--- src/rtl/rsqPkg.sv ---
package rsqPkg;
  typedef enum logic [2:0] {
    SQ_HOLD = 3'd0,
    SQ_TAIL = 3'd1,
    SQ_RUN  = 3'd2,
    SQ_STOP = 3'd3,
    SQ_WAKE = 3'd4
  } seqState_t;

  localparam int FLAG_POR = 0;
  localparam int FLAG_LVI = 1;
  localparam int FLAG_ILL = 2;
  localparam int FLAG_PIN = 3;
  localparam int FLAG_N   = 4;

  typedef struct packed {
    logic              cntClr;
    logic              cntInc;
    logic [FLAG_N-1:0] setMask;
    logic              stsClr;
  } seqStrobe_t;
endpackage

--- src/rtl/rsqDatapath.sv ---
module rsqDatapath
  import rsqPkg::*;
#(
  parameter int CNT_W    = 12,
  parameter int TAIL_LEN = 64,
  parameter int STS_W    = 8
) (
  input  logic             xclk,
  input  logic             porRst,
  input  seqStrobe_t       strobe,
  output logic             cntAtMax,
  output logic             cntAtTail,
  output logic             copTick,
  output logic [STS_W-1:0] stsData
);
  localparam logic [CNT_W-1:0] CNT_MAX  = {CNT_W{1'b1}};
  localparam logic [CNT_W-1:0] TAIL_END = CNT_W'(TAIL_LEN - 1);

  logic [CNT_W-1:0]  cnt;
  logic [FLAG_N-1:0] flags;

  assign cntAtMax  = (cnt == CNT_MAX);
  assign cntAtTail = (cnt == TAIL_END);

  always_ff @(negedge xclk or posedge porRst) begin
    if (porRst) begin
      cnt     <= '0;
      copTick <= 1'b0;
    end else begin
      copTick <= strobe.cntInc && !strobe.cntClr && cntAtMax;
      if (strobe.cntClr)      cnt <= '0;
      else if (strobe.cntInc) cnt <= cnt + 1'b1;
    end
  end

  genvar gi;
  generate
    for (gi = 0; gi < FLAG_N; gi++) begin : g_flag
      always_ff @(negedge xclk or posedge porRst) begin
        if (porRst) flags[gi] <= (gi == FLAG_POR);
        else        flags[gi] <= strobe.setMask[gi] | (flags[gi] & ~strobe.stsClr);
      end
    end
  endgenerate

  assign stsData = STS_W'(flags);

  a_r1_clear_zero: assert property (@(negedge xclk) disable iff (porRst)
    strobe.cntClr |=> (cnt == '0));
  a_r2_tick_after_wrap: assert property (@(negedge xclk) disable iff (porRst)
    copTick |-> (cnt == '0));
  a_r7_read_clears: assert property (@(negedge xclk) disable iff (porRst)
    (strobe.stsClr && strobe.setMask == '0) |=> (stsData == '0));
endmodule

--- src/rtl/rsqControl.sv ---
module rsqControl
  import rsqPkg::*;
(
  input  logic       xclk,
  input  logic       porRst,
  input  logic       lviTrip,
  input  logic       lviPwrDisable,
  input  logic       lviRstDisable,
  input  logic       accValid,
  input  logic       accIsFetch,
  input  logic       accUnmapped,
  input  logic       rstPinIn,
  input  logic       stopEnter,
  input  logic       wakeUp,
  input  logic       stsRead,
  input  logic       cntAtMax,
  input  logic       cntAtTail,
  output seqStrobe_t strobe,
  output logic       rstPinDriveLow,
  output logic       cpuRstN,
  output logic       ibusClkEn
);
  seqState_t state, stateNext;
  logic srcLvi, srcIll, srcPin, anySrc;

  assign srcLvi = lviTrip && !lviPwrDisable && !lviRstDisable;
  assign srcIll = accValid && accIsFetch && accUnmapped;
  assign srcPin = !rstPinIn && (state != SQ_HOLD);
  assign anySrc = srcLvi || srcIll || srcPin;

  always_comb begin
    stateNext              = state;
    strobe                 = '0;
    strobe.stsClr          = stsRead;
    strobe.setMask[FLAG_LVI] = srcLvi;
    strobe.setMask[FLAG_ILL] = srcIll;
    strobe.setMask[FLAG_PIN] = srcPin;
    if (anySrc) begin
      stateNext     = SQ_HOLD;
      strobe.cntClr = 1'b1;
    end else begin
      unique case (state)
        SQ_HOLD: begin
          strobe.cntInc = 1'b1;
          if (cntAtMax) stateNext = SQ_TAIL;
        end
        SQ_TAIL: begin
          strobe.cntInc = 1'b1;
          if (cntAtTail) stateNext = SQ_RUN;
        end
        SQ_RUN: begin
          if (stopEnter) begin
            stateNext     = SQ_STOP;
            strobe.cntClr = 1'b1;
          end else begin
            strobe.cntInc = 1'b1;
          end
        end
        SQ_STOP: begin
          strobe.cntClr = 1'b1;
          if (wakeUp) stateNext = SQ_WAKE;
        end
        SQ_WAKE: begin
          strobe.cntInc = 1'b1;
          if (cntAtMax) stateNext = SQ_RUN;
        end
        default: stateNext = SQ_HOLD;
      endcase
    end
  end

  always_ff @(negedge xclk or posedge porRst) begin
    if (porRst) state <= SQ_HOLD;
    else        state <= stateNext;
  end

  assign rstPinDriveLow = (state == SQ_HOLD);
  assign cpuRstN        = (state == SQ_RUN) || (state == SQ_STOP) || (state == SQ_WAKE);
  assign ibusClkEn      = (state == SQ_TAIL) || (state == SQ_RUN);

  a_r3_src_forces_pin: assert property (@(negedge xclk) disable iff (porRst)
    anySrc |=> rstPinDriveLow);
  a_r4_cpu_after_pin: assert property (@(negedge xclk) disable iff (porRst)
    cpuRstN |-> !rstPinDriveLow);
  a_r10_stop_bus_off: assert property (@(negedge xclk) disable iff (porRst)
    (ibusClkEn && cpuRstN && stopEnter && !anySrc) |=> (!ibusClkEn && cpuRstN));
  a_r11_bus_off_in_hold: assert property (@(negedge xclk) disable iff (porRst)
    rstPinDriveLow |-> !ibusClkEn);
endmodule

--- src/rtl/resetSequencer.sv ---
module resetSequencer
  import rsqPkg::*;
#(
  parameter int CNT_W    = 12,
  parameter int TAIL_LEN = 64,
  parameter int STS_W    = 8
) (
  input  logic             xclk,
  input  logic             porRst,
  input  logic             lviTrip,
  input  logic             lviPwrDisable,
  input  logic             lviRstDisable,
  input  logic             accValid,
  input  logic             accIsFetch,
  input  logic             accUnmapped,
  input  logic             rstPinIn,
  input  logic             stopEnter,
  input  logic             wakeUp,
  input  logic             stsRead,
  output logic             rstPinDriveLow,
  output logic             cpuRstN,
  output logic             ibusClkEn,
  output logic             copTick,
  output logic [STS_W-1:0] stsData
);
  seqStrobe_t strobe;
  logic cntAtMax, cntAtTail;

  rsqControl i_ctrl (
    .xclk(xclk), .porRst(porRst),
    .lviTrip(lviTrip), .lviPwrDisable(lviPwrDisable), .lviRstDisable(lviRstDisable),
    .accValid(accValid), .accIsFetch(accIsFetch), .accUnmapped(accUnmapped),
    .rstPinIn(rstPinIn), .stopEnter(stopEnter), .wakeUp(wakeUp), .stsRead(stsRead),
    .cntAtMax(cntAtMax), .cntAtTail(cntAtTail), .strobe(strobe),
    .rstPinDriveLow(rstPinDriveLow), .cpuRstN(cpuRstN), .ibusClkEn(ibusClkEn)
  );

  rsqDatapath #(.CNT_W(CNT_W), .TAIL_LEN(TAIL_LEN), .STS_W(STS_W)) i_dp (
    .xclk(xclk), .porRst(porRst), .strobe(strobe),
    .cntAtMax(cntAtMax), .cntAtTail(cntAtTail),
    .copTick(copTick), .stsData(stsData)
  );
endmodule

--- config.mk ---
export PLATFORM = sky130hd
export DESIGN_NAME = resetSequencer
export DESIGN_NICKNAME = d
export VERILOG_FILES = /design/src/rtl/rsqPkg.sv /design/src/rtl/rsqDatapath.sv /design/src/rtl/rsqControl.sv /design/src/rtl/resetSequencer.sv
export SDC_FILE = /design/constraint.sdc
export NUM_CORES = 1
export LEC_CHECK = 0
export BUFFER_PORTS_ARGS = -buffer_cell sky130_fd_sc_hd__buf_2
export CAP_MARGIN = 15
export CORE_MARGIN = 2
export CORE_UTILIZATION = 30
export DETAILED_ROUTE_END_ITERATION = 10
export GPL_ROUTABILITY_DRIVEN = 0
export GPL_TIMING_DRIVEN = 0
export PLACE_DENSITY = 0.61
export SLEW_MARGIN = 20
export SYNTH_ARGS = -nofsm -noshare
export SYNTH_HDL_FRONTEND = slang
export SYNTH_SLANG_ARGS = --single-unit
--- constraint.sdc ---
create_clock -name xclk -period 4.2 [get_ports xclk]
set_input_delay 0.84 -clock xclk [delete_from_list [all_inputs] [get_ports xclk]]
set_output_delay 0.84 -clock xclk [all_outputs]
set_load 0.02 [all_outputs]
After elaboration in Yosys (flattened, before gate mapping)
Cells that the tools add are included.
- word-level logic and storage cells: 63
- bits in registers: 20
- eq/ne operators: 11
- reduce and logical (&&, ||, !) cells: 21
- add/sub/neg operators: 1
- mux-type cells: 15
- bitwise logic cells: 8
- operators with widths (kind ; number):
    $mux 12 ; 2
    $mux 3 ; 6
    $pmux 3 s5 ; 1
    $add 12x1->12 const B ; 1
    $eq 12x12->1 const B ; 1
    $eq 12x6->1 const B ; 1
    $ne 3x2->1 const B ; 3
    $logic_and 1x1->1 ; 7
    $eq 3x2->1 const B ; 2
    $ne 3x1->1 const B ; 2
    $logic_or 1x1->1 ; 5
    $reduce_and 5->1 ; 1
    $and 1x1->1 ; 4
    $logic_not 1->1 ; 4
    $mux 1 ; 4
    $pmux 1 s2 ; 2
    $eq 3x1->1 const B ; 1
    $eq 3x3->1 const B ; 1
    $logic_not 3->1 ; 1
    $or 1x1->1 ; 3
    $reduce_bool 3->1 ; 1
    $reduce_or 3->1 ; 1
    $reduce_bool 2->1 ; 1
    $not 1->1 ; 1

Depth between registers and ports, before layout
- depth in word-level cells: 9
- gate-level depth with buffers: 8
- mapped depth without buffers: 5

Cells and area by module
From an unflattened synthesis, not the netlist that was laid out.
- cell total of the unflattened synthesis: 129
- area, all modules: 1204.9 sq um
- by module, submodules not included (module ; instances ; sequential area each (sq um) ; area an instance (sq um) ; cells each):
    rsqDatapath ; 1 ; 426.7 ; 849.6 ; 84
    rsqControl ; 1 ; 75.1 ; 355.3 ; 45

==> summary.txt <==
Outcome
  • Status: complete, no violations

Synthesis
  • Flops & latches, synth: 20
  • Synthesized area: 0.00113 mm2
  • Library cells used by synthesis: 44
  • Count of flip-flops with a built-in enable after synthesis: 0
  • Synth Warn #: 0
  • Synth area leader: dfrtn_1
  • Syn avg cell area: 9.48 um2
  • Async SR Flop Fraction: 100%
  • Share of the synthesized area in the top cell type: 42.1%
  • Mapped Cells: 119
  • Seq/Total Area, Yosys: 44.5%
  • Synth Flop Type: dfrtn_1
  • Synth top area cells: dfrtn_1 (42%), o211ai_1 (4.7%), o31ai_1 (4.7%)

Timing
  • Final Hold Vio Count: 0
  • WHS: 436 ps
  • Max Slew Vio Count: 0
  • Unrepaired setup endpoints after global routing: yes
  • Sum Neg Setup Slack: 0 ps
  • Final Setup Violations: 0
  • Layout Skew: 2.21 ps
  • Slew HR: 49.0%
  • Final setup margin: 2.34 ps
  • Worst-Margin Slew: 764 ps

Floorplanning
  • Die H: 65.3 um
  • Die area: 0.00427 mm2
  • Core Region: 0.00363 mm2
  • Num ports: 24
  • Placement Rows: 22
  • Die width: 65.3 um
  • Initial core utilization: 31.1%

Detailed routing
  • First-pass DRT Iterations: 4
  • Residual DRC count: 0
  • Drt wl/cell: 13.2 um
  • DR iter-0 viols: 89
  • DR vias/cell: 5.14
  • DR vias: 1028
  • Remaining antenna violation count after routing: 0
  • Detailed Route WL: 2630 um

Finish
  • Antenna fix cells: 0
  • Layout filler cell count: 381
  • Layout cell share with drive strength beyond 1: 32.9%
  • Reg area: 502 um2
  • Area of the multi-input gates: 601 um2
  • Nets: 166
  • Area delta synth->final: 31.9%
  • Design Area, Final: 0.00149 mm2

Worst setup path
  • Slowest library cell on the worst path: dfrtn_1
  • Crit path cell chain: buf_6 -> mux2i_1 -> buf_4
  • Crit path max-delay family: flip-flops
  • CP max stage delay: 470 ps
  • CP required: 3360 ps
  • Setup crit end kind: output port
  • Worst path bufs/invs: 2
  • CP Max Fanout: 6
  • Crit path launch type: register
  • Worst Path Arrival: 3360 ps
  • Critical Setup Path Class: register to output port

Global routing
  • First-pass GRT wire length: 4020 um
  • GR Util All Layers: 12.2%
  • Vias in the first global route: 900
  • Initial antenna violation count: 0
  • Largest net degree at the start of global routing: 21
  • Total global routing overflow: 0

Clocking
  • Clk_lat worst skew: 270 ps
  • Root buffer selected by CTS: clkbuf_8
  • CTS tree: built
  • Max Buffers Root-to-Sink: 2
  • Hold-fix buffers at CTS: 0
  • H-Tree Depth: 1
  • TritonCTS Buffers: 3
  • Worst-path clk slew: 50 ps
  • # clock sinks: 20

Power
  • PwrDens: 321 mW/mm2
  • Worst VDD drop: 0.130 mV
  • Leakage power: 0.698 nW
  • Tot Pwr: 478 uW

Placement
  • HPWL after DPL: 1730 um
  • Setup slack at placement: -269 ps
  • Port buffer count: 19
  • Post-DP Area: 0.00130 mm2

Job
  • Max Cap Viol: 0

Hold path
  • Worst hold path class: register to register
[synth_stat cells (2+ instances only)]
| cell | count |
|---|---|
| nand2_1 | 6 |
| nand3b_1 | 2 |
| dfrtn_1 | 19 |
| o21ai_2 | 2 |
| and3_1 | 2 |
| inv_1 | 6 |
| a21o_1 | 2 |
| o21ai_0 | 7 |
| nand3_1 | 6 |
| or4_1 | 3 |
| nor4b_1 | 2 |
| o31ai_1 | 7 |
| o211ai_1 | 7 |
| a21oi_1 | 5 |
| o2bb2ai_1 | 2 |
| nand2b_1 | 2 |
| buf_2 | 2 |
| nor3_1 | 2 |
| buf_4 | 4 |
| nor2_1 | 7 |
[sequential cells by signal (all words and copies together), names as in the netlist]
name	flops
i_dp.cnt	12
i_ctrl.state	3
i_dp.stsData	4
i_dp.copTick	1
[cells by family after synthesis]
logic type / after synthesis / synth area share [%]
flops: 20 / 44.5
xor+xnor: 2 / 1.55
fa+ha+maj: 1 / 1.11
buf+inv: 15 / 7.21
mux: 1 / 0.887
simple gates: 40 / 20.4
compound gates: 39 / 24.1
other cells: 1 / 0.332
[power breakdown]
group | internal, mW | switching [mW]
Sequential | 0.214 | 0.0205
Combinational | 0.0301 | 0.0414
Clock | 0.105 | 0.0669
[routing by layer]
| layer | vias to the layer above | part of all wire (%) | track usage [%] |
|---|---|---|---|
| li1 | 504 | - | - |
| met1 | 482 | 44 | 15.7 |
| met2 | 38 | 47 | 19.3 |
| met3 | 4 | 6.5 | 2.74 |
| met4 | 0 | 2.0 | 6.25 |
| met5 | - | 0 | 0 |
[area by class of cell]
cell class,instances,share of cell area [%]
Buffer,9,5.55
Clock buffer,4,4.45
Clock inverter,1,0.252
Inverter,5,1.26
Multi-Input combinational cell,87,40.3
Sequential cell,20,33.7
Tap cell,48,4.03
Timing Repair Buffer,26,10.4
[placed cells by master (no fill, tap or decap), types with 2 or more instances in the layout]
cell type	netlist	layout
clkbuf_8	0	4
a21oi_1	5	5
nand2_1	6	6
a21o_1	2	2
and3_1	2	2
buf_2	2	17
or4_1	3	3
o31ai_1	7	6
o2bb2ai_1	2	2
nand3b_1	2	2
conb_1	1	4
buf_6	1	3
nand3_1	6	6
nor4b_1	2	2
dfrtn_1	19	19
buf_4	4	14
nor2_1	7	7
o211ai_1	7	7
inv_1	6	6
o21ai_0	7	7
[stage by stage]
stage                     utilization (%)  cells
after global placement               35.8    189
after CTS                            38.7    195
after detailed placement             35.8    189
after floorplan                         -    122
after global routing                 41.0    200
final                                41.0    200
[worst paths after layout]
check                                 from         endpoint  slack [ps]  cells past startpoint
max in group asynchronous           porRst      i_dp.cnt[9]        1010                      2
max reg2reg                i_ctrl.state[0]      i_dp.cnt[0]        2280                      8
min reg2reg                i_dp.stsData[2]  i_dp.stsData[2]         440                      1
min in group asynchronous           porRst  i_dp.stsData[1]        2680                      2
max                        i_ctrl.state[1]          cpuRstN           2                      3
min                        i_dp.stsData[2]  i_dp.stsData[2]         440                      1
[repair_timing]
action	4_1_cts	5_1_grt
cloned	0	0
gates resized for setup	8	8
buffers inserted	2	5
pin swaps	0	0
setup endpoints to repair	3	8
Note: power is estimated with default switching activity, not from simulation.
